===== config.mk =====
export PLATFORM = sky130hd
export DESIGN_NAME = asid_tlb
export DESIGN_NICKNAME = d
export VERILOG_FILES = /design/src/rtl/asid_tlb_pkg.sv /design/src/rtl/asid_tlb_store.sv /design/src/rtl/asid_tlb_flush.sv /design/src/rtl/asid_tlb_match.sv /design/src/rtl/asid_tlb.sv
export SDC_FILE = /design/constraint.sdc
export NUM_CORES = 2
export LEC_CHECK = 0
export BUFFER_PORTS_ARGS = -buffer_cell sky130_fd_sc_hd__buf_4
export CAP_MARGIN = 20
export CORE_ASPECT_RATIO = 1.25
export CORE_MARGIN = 3
export CORE_UTILIZATION = 50
export CTS_CLUSTER_DIAMETER = 50
export DETAILED_ROUTE_END_ITERATION = 7
export PLACE_DENSITY = 0.65
export SETUP_SLACK_MARGIN = 0.4
export SLEW_MARGIN = 10
export SYNTH_ARGS = -nofsm -noshare
export SYNTH_HDL_FRONTEND = slang
export SYNTH_HIERARCHICAL = 1
export SYNTH_SLANG_ARGS = --single-unit

===== constraint.sdc =====
create_clock -name clk_i -period 4.2 [get_ports clk_i]
set_input_delay 0.84 -clock clk_i [delete_from_list [all_inputs] [get_ports clk_i]]
set_output_delay 0.84 -clock clk_i [all_outputs]
set_load 0.01 [all_outputs]

===== src/rtl/asid_tlb_pkg.sv =====
package asid_tlb_pkg;
  localparam int VA_W    = 32;
  localparam int PAGE_W  = 12;
  localparam int ASID_W  = 5;
  localparam int IDX_W   = 5;
  localparam int ENTRIES = 1 << IDX_W;
  localparam int TAG_W   = VA_W - PAGE_W - IDX_W;
  localparam int PFN_W   = VA_W - PAGE_W;

  typedef struct packed {
    logic              valid;
    logic              glb;
    logic [ASID_W-1:0] asid;
    logic [TAG_W-1:0]  tag;
    logic [PFN_W-1:0]  pfn;
  } tlb_line_t;
endpackage


===== src/rtl/asid_tlb_store.sv =====
module asid_tlb_store
  import asid_tlb_pkg::*;
(
  input  logic             clk_i,
  input  logic             rst_ni,
  input  logic             wr_en_i,
  input  logic [IDX_W-1:0] wr_idx_i,
  input  tlb_line_t        wr_line_i,
  input  logic             clr_en_i,
  input  logic [IDX_W-1:0] clr_idx_i,
  input  logic [IDX_W-1:0] rd_a_idx_i,
  output tlb_line_t        rd_a_o,
  input  logic [IDX_W-1:0] rd_b_idx_i,
  output tlb_line_t        rd_b_o
);
  tlb_line_t lines [ENTRIES];

  for (genvar g = 0; g < ENTRIES; g++) begin : g_line
    tlb_line_t line_q;
    always_ff @(posedge clk_i or negedge rst_ni) begin
      if (!rst_ni) begin
        line_q <= '0;
      end else if (clr_en_i && clr_idx_i == IDX_W'(g)) begin
        line_q.valid <= 1'b0;
      end else if (wr_en_i && wr_idx_i == IDX_W'(g)) begin
        line_q <= wr_line_i;
      end
    end
    assign lines[g] = line_q;
  end

  assign rd_a_o = lines[rd_a_idx_i];
  assign rd_b_o = lines[rd_b_idx_i];
endmodule


===== src/rtl/asid_tlb_flush.sv =====
module asid_tlb_flush
  import asid_tlb_pkg::*;
(
  input  logic              clk_i,
  input  logic              rst_ni,
  input  logic              flush_all_i,
  input  logic              flush_asid_i,
  input  logic [ASID_W-1:0] asid_i,
  input  tlb_line_t         line_i,
  output logic              busy_o,
  output logic [IDX_W-1:0]  idx_o,
  output logic              clr_o
);
  localparam logic [IDX_W-1:0] LAST = IDX_W'(ENTRIES - 1);

  logic              busy_q, by_asid_q;
  logic [ASID_W-1:0] tgt_q;
  logic [IDX_W-1:0]  cnt_q;
  logic              sel_match;

  always_ff @(posedge clk_i or negedge rst_ni) begin
    if (!rst_ni) begin
      busy_q    <= 1'b0;
      by_asid_q <= 1'b0;
      tgt_q     <= '0;
      cnt_q     <= '0;
    end else if (!busy_q) begin
      if (flush_all_i || flush_asid_i) begin
        busy_q    <= 1'b1;
        by_asid_q <= !flush_all_i;  // flush-all wins
        tgt_q     <= asid_i;
        cnt_q     <= '0;
      end
    end else begin
      if (cnt_q == LAST) busy_q <= 1'b0;
      cnt_q <= cnt_q + 1'b1;
    end
  end

  // selective walk reads the line; flush-all never looks at it
  assign sel_match = line_i.valid && !line_i.glb && (line_i.asid == tgt_q);
  assign clr_o     = busy_q && (!by_asid_q || sel_match);
  assign idx_o     = cnt_q;
  assign busy_o    = busy_q;
endmodule


===== src/rtl/asid_tlb_match.sv =====
module asid_tlb_match
  import asid_tlb_pkg::*;
(
  input  tlb_line_t         line_i,
  input  logic [VA_W-1:0]   va_i,
  input  logic [ASID_W-1:0] asid_i,
  output logic              hit_o,
  output logic [VA_W-1:0]   pa_o
);
  logic [TAG_W-1:0] va_tag;

  assign va_tag = va_i[VA_W-1 -: TAG_W];
  assign hit_o  = line_i.valid && (line_i.tag == va_tag) &&
                  (line_i.glb || line_i.asid == asid_i);
  assign pa_o   = hit_o ? {line_i.pfn, va_i[PAGE_W-1:0]} : '0;
endmodule


===== src/rtl/asid_tlb.sv =====
module asid_tlb
  import asid_tlb_pkg::*;
#(
  parameter int ASID_LSB = 12
) (
  input  logic              clk_i,
  input  logic              rst_ni,
  input  logic [VA_W-1:0]   status_word_i,
  input  logic              lookup_valid_i,
  input  logic [VA_W-1:0]   lookup_va_i,
  output logic              hit_o,
  output logic [VA_W-1:0]   pa_o,
  input  logic              upd_we_i,
  input  logic [VA_W-1:0]   upd_va_i,
  input  logic [VA_W-1:0]   upd_pa_i,
  input  logic              flush_all_i,
  input  logic              flush_asid_i,
  input  logic [ASID_W-1:0] flush_asid_val_i,
  output logic              busy_o
);
  logic [ASID_W-1:0] cur_asid;
  tlb_line_t         wr_line, look_line, walk_line;
  logic [IDX_W-1:0]  look_idx, wr_idx, walk_idx;
  logic              walk_clr, busy, wr_en;
  logic              m_hit;
  logic [VA_W-1:0]   m_pa;
  logic              hit_q;
  logic [VA_W-1:0]   pa_q;
  logic              unused_bits;

  assign cur_asid = status_word_i[ASID_LSB +: ASID_W];
  assign look_idx = lookup_va_i[PAGE_W +: IDX_W];
  assign wr_idx   = upd_va_i[PAGE_W +: IDX_W];
  assign wr_en    = upd_we_i && !busy;

  always_comb begin
    wr_line       = '0;
    wr_line.valid = 1'b1;
    wr_line.glb   = upd_pa_i[0];
    wr_line.asid  = upd_va_i[ASID_W-1:0];
    wr_line.tag   = upd_va_i[VA_W-1 -: TAG_W];
    wr_line.pfn   = upd_pa_i[VA_W-1 -: PFN_W];
  end

  asid_tlb_store u_store (
    .clk_i      (clk_i),
    .rst_ni     (rst_ni),
    .wr_en_i    (wr_en),
    .wr_idx_i   (wr_idx),
    .wr_line_i  (wr_line),
    .clr_en_i   (walk_clr),
    .clr_idx_i  (walk_idx),
    .rd_a_idx_i (look_idx),
    .rd_a_o     (look_line),
    .rd_b_idx_i (walk_idx),
    .rd_b_o     (walk_line)
  );

  asid_tlb_flush u_flush (
    .clk_i        (clk_i),
    .rst_ni       (rst_ni),
    .flush_all_i  (flush_all_i),
    .flush_asid_i (flush_asid_i),
    .asid_i       (flush_asid_val_i),
    .line_i       (walk_line),
    .busy_o       (busy),
    .idx_o        (walk_idx),
    .clr_o        (walk_clr)
  );

  asid_tlb_match u_match (
    .line_i (look_line),
    .va_i   (lookup_va_i),
    .asid_i (cur_asid),
    .hit_o  (m_hit),
    .pa_o   (m_pa)
  );

  // array read happens before the same-edge write lands: old contents
  always_ff @(posedge clk_i or negedge rst_ni) begin
    if (!rst_ni) begin
      hit_q <= 1'b0;
      pa_q  <= '0;
    end else begin
      hit_q <= lookup_valid_i && !busy && m_hit;
      pa_q  <= (lookup_valid_i && !busy) ? m_pa : '0;
    end
  end

  assign hit_o  = hit_q;
  assign pa_o   = pa_q;
  assign busy_o = busy;

  assign unused_bits = ^{status_word_i, upd_va_i[PAGE_W-1:ASID_W], upd_pa_i[PAGE_W-1:1]};
endmodule


After elaboration in Yosys (flattened, before gate mapping)

Index checks and enable logic that the tools add are counted.
Widths: inputs -> output; s select.

Add/subtract/negate cells: 1
$lt $le $gt $ge: 2
Equal/unequal tests: 65
Mux-type cells: 77
Bitwise logic cells: 35
Reduce and logical (&&, ||, !) cells: 147

Operators with widths:

| kind                | number |
|---|---|
| $mux 42             | 36 |
| $bmux 42 s5         | 2 |
| $eq 5x5->1 const B  | 32 |
| $eq 5x4->1 const B  | 16 |
| $logic_and 1x1->1   | 72 |
| $reduce_and 2->1    | 33 |
| $reduce_bool 2->1   | 33 |
| $mux 32             | 2 |
| $eq 5x3->1 const B  | 8 |
| $mux 1              | 35 |
| $not 1->1           | 33 |
| $eq 5x2->1 const B  | 4 |
| $eq 15x15->1        | 1 |
| $ge 6x6->1 const B  | 2 |
| $not 5->6           | 2 |
| $eq 5x1->1 const B  | 2 |
| $eq 5x5->1          | 2 |
| $logic_not 5->1     | 2 |
| $mux 5              | 2 |
| $add 5x1->5 const B | 1 |
| $logic_not 1->1     | 4 |
| $logic_or 1x1->1    | 3 |

Register bits after elaboration: 1389
Word-level logic and storage cells: 493

Logic depth before layout (Yosys ltp)

Word-level depth: 12
Depth in mapped cells: 18
Gate-level depth less buffers: 13

Modules after synthesis

Netlist, hierarchy kept.

Modules (own cells, without submodules):

| module         | instances | cells an instance | area each (um2) | seq. area each (um2) |
|---|---|---|---|---|
| asid_tlb_store | 1         | 6178              | 73511.8         | 33632.3 |
| asid_tlb       | 1         | 74                | 1173.6          | 825.8 |
| asid_tlb_match | 1         | 67                | 679.4           | 0.0 |
| asid_tlb_flush | 1         | 52                | 588.1           | 300.3 |

Least setup slack after synthesis

No wires, ideal clock.

Kind: flip-flop to flip-flop
Start: register u_flush.cnt_q[1] (netlist: u_flush/idx_o[1])
End: register u_store/g_line[28].line_q[35] in the netlist's numbering
Library setup time: 0.128 ns
Arrival time: 3.552 ns
Required time: 4.072 ns
Slack: 0.520 ns
Cell stages (with the launch flop): 19
Period minus slack after synthesis: 3.680 ns
Path through: dfrtp_1 -> clkbuf_1 -> clkbuf_1 -> buf_2 -> buf_2 -> mux2i_1 -> a22oi_1 -> a31oi_1 -> nand3_1 -> xnor2_1 -> nand4_1 -> o22ai_1 -> nand2_1 -> or3_1 -> nor2_1 -> nor2b_1 -> clkbuf_1 -> buf_2 -> mux2_1

RTL lines:

| element                  | RTL line             | RTL |
|---|---|---|
| start: declaration       | asid_tlb_flush.sv:18 | `logic [IDX_W-1:0] cnt_q;` |
| start signal: assignment | asid_tlb_flush.sv:36 | `cnt_q <= cnt_q + 1'b1;` |
| end signal: assignment   | asid_tlb_store.sv:26 | `line_q <= wr_line_i;` |
| end: declaration         | asid_tlb_store.sv:19 | `tlb_line_t line_q;` |

==> qor.json <==
{
  "drt_pre_antenna_iters": {"value": 5},
  "timing_max_transition_violations_final": {"value": 0},
  "maxCapViolCount": {"value": 0},
  "cts_buffer_depth": {"value": 3},
  "initial_core_util": {"value": 50.4, "unit": "%"},
  "max-slew-margin-rel": {"value": 28.3, "unit": "%"},
  "max_slew.worst_pin.slew": {"value": 1080, "unit": "ps"},
  "clock_tree_from_tritoncts": {"value": "yes"},
  "total_count_of_hold_check_failures_in_the_final_report": {"value": 0},
  "startpoint_kind_of_the_worst_setup_timing_path": {"value": "register"},
  "grtUsageTotal": {"value": 27.3, "unit": "%"},
  "period_needed": {"value": 3930, "unit": "ps"},
  "cts_htree_levels": {"value": 4},
  "synthesis.area": {"value": 0.0667, "unit": "sq mm"},
  "setup_tns": {"value": 0, "unit": "ps"},
  "grt_setup_unrepaired": {"value": "yes"},
  "finalSetupViolCount": {"value": 0},
  "clock_skew": {"value": 40.7, "unit": "ps"},
  "area_growth_syn_to_layout": {"value": 15.8, "unit": "%"},
  "detailroute.via_count": {"value": 43000},
  "cell_area_after_placement": {"value": 0.0712, "unit": "sq mm"},
  "crit_required": {"value": 4850, "unit": "ps"},
  "final.period_utilization": {"value": 93.5, "unit": "%"},
  "globalplace.congestion": {"value": 0.869},
  "wl_per_cell": {"value": 27.5, "unit": "um"},
  "clockRootBuffer": {"value": "clkbuf_16"},
  "finalNetCount": {"value": 5342},
  "boundaryPins": {"value": 173},
  "post_drt_via_cell_ratio": {"value": 6.09},
  "worstSkewPairLatency": {"value": 790, "unit": "ps"},
  "die_x": {"value": 333, "unit": "um"},
  "synth.avg_cell_area": {"value": 12.9, "unit": "sq um"},
  "final_area": {"value": 0.0772, "unit": "sq mm"},
  "detail_route.wirelength": {"value": 194, "unit": "mm"},
  "antenna_found_initial": {"value": 13},
  "critical_path_peak_fanout": {"value": 10},
  "die_h": {"value": 414, "unit": "um"},
  "ir_worst_vdd": {"value": 444, "unit": "uV"},
  "rows": {"value": 149},
  "clk_pin_slew_worst_paths": {"value": 60, "unit": "ps"},
  "rrSetupSlack": {"value": 270, "unit": "ps"},
  "post-route-drc-count": {"value": 0},
  "antenna_viol_nets_final": {"value": 0},
  "first_global_vias": {"value": 44300},
  "cts_buf_count": {"value": 151},
  "power.static_leakage": {"value": 38.6, "unit": "nW"},
  "dp_hpwl": {"value": 112, "unit": "mm"},
  "hold_class": {"value": "in2reg"},
  "gr-total-overflow": {"value": 0},
  "critPathKind": {"value": "reg2reg"},
  "drt-initial-drc-count": {"value": 3495},
  "largest_net_degree_at_the_start_of_global_routing": {"value": 168},
  "post_route_cells_drive_above_1_share": {"value": 37.9, "unit": "%"},
  "ys_warn_count": {"value": 6},
  "placeableCoreArea": {"value": 0.132, "unit": "sq mm"},
  "critical_path_arrival": {"value": 4580, "unit": "ps"},
  "worst_setup_end_kind": {"value": "register"},
  "cts.sink_count": {"value": 1389},
  "dieArea": {"value": 0.138, "unit": "sq mm"},
  "wire_length_of_the_first_global_routing_pass": {"value": 286, "unit": "mm"},
  "port_buffers": {"value": 127},
  "timing.fmax": {"value": 255, "unit": "MHz"},
  "fin_worst_hold_slack": {"value": 300, "unit": "ps"},
  "synthesis.instances": {"value": 5149},
  "run_status": {"value": "finished clean"},
  "power.density": {"value": 433, "unit": "mW/mm^2"}
}
==> layout make-up <==
cell class                 count  area (sq um)
sequential                  1389         34800
inverter                       1          3.75
clock buffer                 220          4490
clock inverter                52           616
timing repair buffer         415          5050
multi-input combinational   3243         30100
tap                         1736          2170
fill                       10600         55000
antenna                        3          7.51
==> placed cells by master (no fill, tap or decap), drive strengths merged, types with 2 or more instances in the layout <==
cell / count
dfrtp: 1389
mux2: 1317
mux2i: 801
buf: 402
clkbuf: 232
nand2: 191
a21oi: 168
nand3: 156
a22oi: 147
a22o: 98
nor3: 71
nor2: 67
a31oi: 52
and3b: 33
nor3b: 32
clkinv: 28
xnor2: 22
o21ai: 22
nand2b: 15
inv: 11
bufinv: 10
nor2b: 10
nand4: 8
or2: 6
conb: 5
clkinvlp: 4
diode: 3
xor2: 3
or3: 3
nand4b: 2
ha: 2
a21o: 2
nor4: 2
and2: 2
==> what timing repair did <==
item,4_1_cts,5_1_grt
gates cloned,1,13
gates resized for setup,20,55
buffers inserted,8,18
hold endpoints to repair,51,0
hold buffers,1,0
pin swaps,5,17
setup endpoints to repair,1288,1265
==> state kept, by name, indices dropped and copies added (netlist names) <==
register               count
u_flush/busy_o             1
u_flush/idx_o              5
hit_o                      1
pa_o                      32
u_flush/tgt_q              5
u_flush/by_asid_q          1
u_store/g_line.line_q   1344
==> stage by stage <==
step | power, mW | setup slack, ps | utilization, % | cells
2_1_floorplan | 17.7 | 527 | - | 5153
3_3_place_gp | 19.6 | -222 | 53.8 | 6742
3_5_place_dp | 19.7 | -280 | 53.9 | 6743
4_1_cts | 33.5 | 364 | 57.9 | 7025
5_1_grt | 34.7 | 181 | 58.4 | 7057
6_report | 33.4 | 272 | 58.4 | 7059
==> worst max-delay path, cell delays in order, from the launching register on <==
cell,delay (ps)
dfrtp_4,530
buf_6,140
buf_12,130
mux2i_1,180
a22o_1,170
nor3_2,50
a31oi_1,190
nand3_1,150
xnor2_1,190
nand4_1,320
o22ai_4,310
nand4_1,180
buf_6,180
nor3_4,140
nand2b_4,290
buf_12,140
buf_12,150
mux2_2,350
==> power breakdown <==
part,total (mW),leakage [nW],internal (mW),switching [mW]
Sequential,14.5,19.3,14.1,0.434
Clock,13.6,2.51,8.06,5.56
Combinational,5.28,16.9,2.29,2.99
Total,33.4,38.6,24.4,8.99
==> path summary, 6_finish.rpt <==
check / startpoint / end / depth (start not counted)
worst max-delay path: u_flush/idx_o[1] / u_store/g_line[19].line_q[10] / 17
worst min-delay path: flush_asid_val_i[4] / u_flush/tgt_q[4] / 2
worst max register to register: u_flush/idx_o[1] / u_store/g_line[19].line_q[10] / 17
min in group asynchronous: rst_ni / u_store/g_line[29].line_q[4] / 2
worst min register to register: u_store/g_line[20].line_q[28] / u_store/g_line[20].line_q[28] / 1
max in group asynchronous: rst_ni / u_store/g_line[18].line_q[26] / 3
==> routing by layer <==
metal,vias to the layer above,global-route usage [%],wire (um)
li1,18700,-,-
met1,22800,37.5,84200
met2,1130,44.5,92700
met3,349,4.09,9710
met4,14,8.92,7210
met5,-,0,82
Power figures use the tool's default switching activity.
